$ cat src/rtl/dma_bus_arbiter.sv
module dma_bus_arbiter #(
  parameter int NCH = 4
) (
  input  logic           clk,
  input  logic           rst_n,
  input  logic [NCH-1:0] chan_req,
  input  logic [NCH-1:0] chan_en,
  input  logic           per_chan_mode,
  input  logic           bus_ack,
  input  logic [NCH-1:0] chan_done,
  output logic           bus_req,
  output logic [NCH-1:0] grant,
  output logic           bus_release
);

  typedef enum logic [1:0] {ST_IDLE, ST_ACQ, ST_SERVE, ST_DRAIN} st_t;

  st_t            st;
  logic [NCH-1:0] pend_q, grant_q;
  logic           req_q, rel_q;

  function automatic logic [NCH-1:0] first_of(input logic [NCH-1:0] v);
    logic [NCH-1:0] r;
    r = '0;
    for (int i = NCH - 1; i >= 0; i--)
      if (v[i]) begin
        r = '0;
        r[i] = 1'b1;
      end
    return r;
  endfunction

  logic [NCH-1:0] live, snap, left_after;
  logic           done_hit;

  assign live       = chan_req & chan_en;
  assign snap       = per_chan_mode ? first_of(live) : live;
  assign left_after = pend_q & ~grant_q;
  assign done_hit   = |(chan_done & grant_q);

  assign bus_req     = req_q;
  assign grant       = grant_q & {NCH{bus_ack}};
  assign bus_release = rel_q;

  always_ff @(posedge clk) begin
    if (!rst_n) begin
      st      <= ST_IDLE;
      pend_q  <= '0;
      grant_q <= '0;
      req_q   <= 1'b0;
      rel_q   <= 1'b0;
    end else begin
      rel_q <= 1'b0;
      case (st)
        ST_IDLE:
          if (|live) begin
            req_q <= 1'b1;
            st    <= ST_ACQ;
          end
        ST_ACQ:
          if (bus_ack) begin
            if (|snap) begin
              pend_q  <= snap;
              grant_q <= first_of(snap);
              st      <= ST_SERVE;
            end else begin
              req_q <= 1'b0;
              rel_q <= 1'b1;
              st    <= ST_DRAIN;
            end
          end
        ST_SERVE:
          if (!bus_ack) begin
            pend_q  <= '0;
            grant_q <= '0;
            req_q   <= 1'b0;
            st      <= ST_DRAIN;
          end else if (done_hit) begin
            if (left_after == '0) begin
              pend_q  <= '0;
              grant_q <= '0;
              req_q   <= 1'b0;
              rel_q   <= 1'b1;
              st      <= ST_DRAIN;
            end else begin
              pend_q  <= left_after;
              grant_q <= first_of(left_after);
            end
          end
        default:
          if (!bus_ack) st <= ST_IDLE;
      endcase
    end
  end

  logic low_seen;
  always_ff @(posedge clk) begin
    if (!rst_n)                  low_seen <= 1'b1;
    else if (req_q)              low_seen <= 1'b0;
    else if (!bus_ack)           low_seen <= 1'b1;
  end

  assert_grant_onehot_R4: assert property (@(posedge clk) disable iff (!rst_n)
    $onehot0(grant_q));

  assert_grant_in_pending_R5: assert property (@(posedge clk) disable iff (!rst_n)
    (grant_q != '0) |-> ((grant_q & pend_q) != '0));

  assert_abort_on_ack_loss_R8: assert property (@(posedge clk) disable iff (!rst_n)
    (grant_q != '0 && !bus_ack) |=> (grant_q == '0 && !req_q && !rel_q));

  assert_req_drop_reason_R3: assert property (@(posedge clk) disable iff (!rst_n)
    $fell(req_q) |-> (rel_q || !$past(bus_ack)));

  assert_single_release_R6: assert property (@(posedge clk) disable iff (!rst_n)
    (done_hit && bus_ack && $countones(pend_q) == 1) |=> (rel_q && !req_q));

  assert_release_pulse_R9: assert property (@(posedge clk) disable iff (!rst_n)
    rel_q |=> !rel_q);

  assert_reassert_after_low_R10: assert property (@(posedge clk) disable iff (!rst_n)
    $rose(req_q) |-> $past(low_seen));

  assert_masked_idle_R2: assert property (@(posedge clk) disable iff (!rst_n)
    (st == ST_IDLE && live == '0) |=> !req_q);

endmodule

$ cat config.mk
export PLATFORM = sky130hd
export DESIGN_NAME = dma_bus_arbiter
export DESIGN_NICKNAME = d
export VERILOG_FILES = /design/src/rtl/dma_bus_arbiter.sv
export SDC_FILE = /design/constraint.sdc
export NUM_CORES = 1
export LEC_CHECK = 0
export ABC_CLOCK_PERIOD_IN_PS = 2900
export BUFFER_PORTS_ARGS = -buffer_cell sky130_fd_sc_hd__buf_2
export CORE_MARGIN = 2
export CORE_UTILIZATION = 45
export CTS_BUF_LIST = sky130_fd_sc_hd__clkbuf_16
export DETAILED_ROUTE_END_ITERATION = 8
export PLACE_DENSITY_LB_ADDON = 0.2
export RECOVER_POWER = 100
export SLEW_MARGIN = 10
export SYNTH_ARGS = -nofsm -noshare
export SYNTH_HDL_FRONTEND = slang
export SYNTH_SLANG_ARGS = --single-unit
export TNS_END_PERCENT = 10
$ cat constraint.sdc
create_clock -name clk -period 2.9 [get_ports clk]
set_input_delay 0.435 -clock clk [delete_from_list [all_inputs] [get_ports clk]]
set_output_delay 0.435 -clock clk [all_outputs]
set_load 0.02 [all_outputs]
-- After elaboration in Yosys (flattened, before gate mapping)
Cells that the tools add are included.
- eq/ne operators: 9
- muxes and demuxes: 46
- bitwise gates (word level): 5
- reduce and logical (&&, ||, !) cells: 10
- operator list (cell ; count):
    $mux W4 ; 23
    $and A4 B4 Y4 ; 4
    $pmux W4 S2 ; 2
    $mux W1 ; 12
    $mux W2 ; 6
    $reduce_or A4 Y1 ; 3
    $ne A2 B2 Y1 const B ; 4
    $ne A3 B3 Y1 const B ; 2
    $pmux W2 S3 ; 1
    $reduce_and A6 Y1 ; 1
    $reduce_and A5 Y1 ; 1
    $logic_not A4 Y1 ; 1
    $ne A4 B1 Y1 const B ; 1
    $not A4 Y4 ; 1
    $reduce_and A4 Y1 ; 1
    $pmux W1 S3 ; 1
    $reduce_bool A3 Y1 ; 1
    $eq A2 B1 Y1 const B ; 1
    $eq A2 B2 Y1 const B ; 1
    $logic_not A2 Y1 ; 1
    $pmux W1 S2 ; 1
    $reduce_bool A2 Y1 ; 1
- bits in registers: 12
- bits of input ports: 16
- output and inout bits: 6
- logic and storage cells: 75

-- Longest topological paths before layout
- word-level depth: 13
- gate-level depth with buffers: 7
- depth with buffers taken out: 6

-- Worst setup path after synthesis
OpenSTA, ideal clock, no wires.
- path kind: input to register
- start point: in chan_req[2]
- end point: reg st[0]
- setup time: 0.123 ns
- data arrival time: 1.694 ns
- required time: 2.777 ns
- slack: 1.083 ns
- cell stages on the path: 4
- path buffers: 0
- cell sequence: a222oi_1 -> a32oi_1 -> o211ai_2 -> mux2_1
- longest elaborated chain between the ends: 9
- elaborated cells between the ends (all ways): 12
- classes of those cells: eq/ne (1); mux (7); bitwise (1); reduce/logical (3)
- ends and longest elaborated chain (what ; line ; RTL):
    start, declared ; 6 ; input logic [NCH-1:0] chan_req,
    $and A4 B4 Y4 * ; 36 ; assign live = chan_req & chan_en;
    $mux W4 (3 in series) ; 26 ; if (v[i]) begin
    $mux W4 ; 37 ; assign snap = per_chan_mode ? first_of(live) : live;
    $reduce_or A4 Y1 ; 62 ; if (|snap) begin
    $mux W1 ; 62 ;
    $mux W2 ; 61 ; if (bus_ack) begin
    $pmux W2 S3 ; 54 ; case (st)
    end signal, assigned ; 58 ; st <= ST_ACQ;
    end signal, assigned ; 65 ; st <= ST_SERVE;
    end signal, assigned ; 69 ; st <= ST_DRAIN;
    end, declared ; 18 ; st_t st;
Mark *: on every way between the ends. The rest lies on a longest branch, timed or not. The select of a mux whose other input is x is not followed.
A chain may end at the register's enable or synchronous reset.

-- Worst setup path in the final report
- start point: reg grant_q[1]
- end point: reg st[0]
- longest elaborated chain between the ends: 5
- elaborated cells between the ends (all ways): 8
- classes of those cells: eq/ne (2); bitwise (3); reduce/logical (3)
- ends and longest elaborated chain (what ; line ; RTL):
    start, declared ; 19 ; logic [NCH-1:0] pend_q, grant_q;
    start signal, assigned ; 64 ; grant_q <= first_of(snap);
    start signal, assigned ; 87 ; grant_q <= first_of(left_after);
    $not A4 Y4 ; 38 ; assign left_after = pend_q & ~grant_q;
    $and A4 B4 Y4 ; 38 ;
    $logic_not A4 Y1 ; 79 ; if (left_after == '0) begin
    $ne A3 B3 Y1 (no line) ; - ;
    $reduce_and A5 Y1 (no line) * ; - ;
    end signal, assigned ; 47 ; st <= ST_IDLE;
    end signal, assigned ; 77 ; st <= ST_DRAIN;
    end signal, assigned ; 84 ; st <= ST_DRAIN;
Mark *: on every way between the ends. The rest lies on a longest branch, timed or not.

==> run metrics <==
H-tree depth 1; unrepaired setup endpoints after global routing no; Post-Route Setup TNS 0 ns; # fillers about 160; RePlAce Congestion 0.8215; largest stage delay on the critical path ~0.9 ns; Final WS setup 0.8547 ns; CP max stage cell a2111oi_0; #FFs+latches synth 11; core area around 1700 um^2; # rows 15; type of the worst min-delay path reg -> reg; synth warn 0; antenna violations before repair 0; DP HPWL 1442 um; Place WS 0.8213 ns; overall power consumption 0.8536 mW; Clock Path Buffers 2; global-route wire length before repair 3153 um; CTS tree built; Placed Instance Area 915.9 um^2; post-cts gate resize count 0; critical path, cell by cell a22oi_1 > a2111oi_0 > o211ai_2 > mux2_1; syn nets between 100 and 150; crit end category flop; area leader, netlist dfxtp_1; Leak 0.3960 nW; critical path required time 3.03 ns; arrival time at the worst endpoint roughly 2.2 ns; drc violations 0; synthesized cell area ~800 um^2; Peak VDD IR 0.4454 mV; Fin Hold WS 0.4646 ns; clock root cell clkbuf_16; Worst-Skew Late Latency 0.25 ns; Setup Skew 0.008609 ns; total vias in the final route 810; Reg clk slew, reported paths 0.05 ns; CP delay by family, top compound AO/OA/AOI/OAI gates; PwrDens around 870 nW/um^2; Final #Nets about 140; CP Launch Type flop; number of distinct library cells after synthesis 38; grt ovf 0; Area contributors post-synth dfxtp_1, ha_1, a21oi_1; Slew HR 32.08%; post-synthesis sequential area ratio 27.63%; Final ANT Viol Nets 0; Post-CTS Setup Inserts 0; vias in the first global route 739; TritonCTS Buffers 3; DR vias/cell a little under 6; Syn Inst Count 100; clk sink count 11; crit share post-route 70.53%; DRT Wirelength 1916 um; drt wl/cell roughly 14 um; Fmax just under 0.5 GHz; # IOs 22; status finished, final reports clean; final hold vios 0; Starting Density 47.19%; syn avg cell area 7.970 um^2; largest net degree at the start of global routing 14; Die H 46.09 um; Design Area, Final 980.9 um^2; CP max FO 5; # hold bufs at CTS 0; total track usage between 20% and 30%; Synth top area share 27.63%; Period minus WS final 2.045 ns; die area ~2100 um^2; Die X 46.09 um; Max-cap violations 0; CP bufs+invs 0; fraction of layout cells with a size suffix above 1 19.51%; Final Setup Violations 0; initial DRC count 17; DRT Pass-1 Iters 4; port bufs 21; Worst Tran Pin Value 0.9931 ns; ant diodes 0; Max Slew Vio Count 0; Syn-to-layout area delta 23.08%; Setup CP Type reg -> reg
-- routing by layer --
metal	wire length, um	vias to the layer above	share of wire, %	track usage, %
li1	-	423	-	-
met1	839	356	44	25.24
met2	930	24	49	33.33
met3	82	7	4.3	7.059
met4	63	0	3.3	13.14
met5	0	-	0	0
-- cells in the mapped netlist, drive strengths merged --
cell type	number
a2111oi	1
a211oi	5
a21o	1
a21oi	9
a221o	1
a222oi	1
a22oi	2
a311oi	1
a31oi	2
a32oi	1
a41o	1
a41oi	1
and2	4
and3	2
clkbuf	2
clkinv	1
dfxtp	11
ha	4
inv	7
mux2	1
mux2i	3
nand2	8
nand2b	3
nand3	4
nand3b	1
nor2	8
nor2b	3
nor3	2
nor3b	1
o2111ai	1
o211ai	2
o21ai	4
o22ai	1
or4	1
-- registers in the layout (all words and copies together) (netlist names) --
signal / cells
pend_q: 4
st: 2
bus_release: 1
grant_q: 3
bus_req: 1
-- metrics by stage --
step           cells  utilization [%]
2_1_floorplan    100                -
3_3_place_gp     136            54.22
3_5_place_dp     136            54.22
4_1_cts          140            58.89
5_1_grt          140            58.07
6_report         140            58.07
-- logic make-up after synthesis --
| group | synth area share, % |
|---|---|
| and+or+nand+nor | 24.65 |
| AOI/OAI and AO/OA | 31.55 |
| DFF | 27.63 |
| buffers and inverters | 4.710 |
| muxes | 5.181 |
| adders and majority gates | 6.280 |
-- tightest hold or removal path, delay by kind of cell, from the launching register on --
family / cells / cell delay, ns
flip-flops: 1 / 0.31
multiplexers: 1 / 0.06
AND/OR/NAND/NOR: 1 / 0.05
-- final cells by class --
cell class	count	area, um^2	share of cell area [%]
Tap cell	17	21.27	2.168
Timing Repair Buffer	21	97.59	9.949
Clock buffer	3	75.07	7.653
Sequential cell	11	220.2	22.45
Multi-Input combinational cell	79	533.0	54.34
Clock inverter	1	3.754	0.3827
Inverter	8	30.03	3.061
-- placed cells by master, fill, tap and decap left out, drive strengths merged, types with 2 or more instances in the layout --
cell type	synthesis	final
buf	0	15
and3	2	2
nand3	4	4
nor2b	3	3
a22oi	2	2
a211oi	5	5
nand2	8	8
and2	4	4
dfxtp	11	11
nor3	2	2
a31oi	2	2
mux2i	3	3
nor2	8	8
clkbuf	2	9
inv	7	8
a21oi	9	9
o211ai	2	2
nand2b	3	3
ha	4	4
o21ai	4	4
-- path summary, 6_finish.rpt --
kind,start,to,slack (ns),cells past startpoint
max,grant_q[1],st[0],0.85,4
max reg2reg,grant_q[1],st[0],0.85,4
min reg2reg,bus_req,bus_req,0.46,2
min,bus_req,bus_req,0.46,2
-- power by group --
| part | internal, mW | switching [mW] | total (mW) | leakage, nW |
|---|---|---|---|---|
| Sequential | 0.203 | 0.0392 | 0.242 | 0.0901 |
| Combinational | 0.148 | 0.206 | 0.354 | 0.264 |
| Clock | 0.182 | 0.0753 | 0.257 | 0.0423 |
Note: power is estimated with default switching activity, not from simulation.
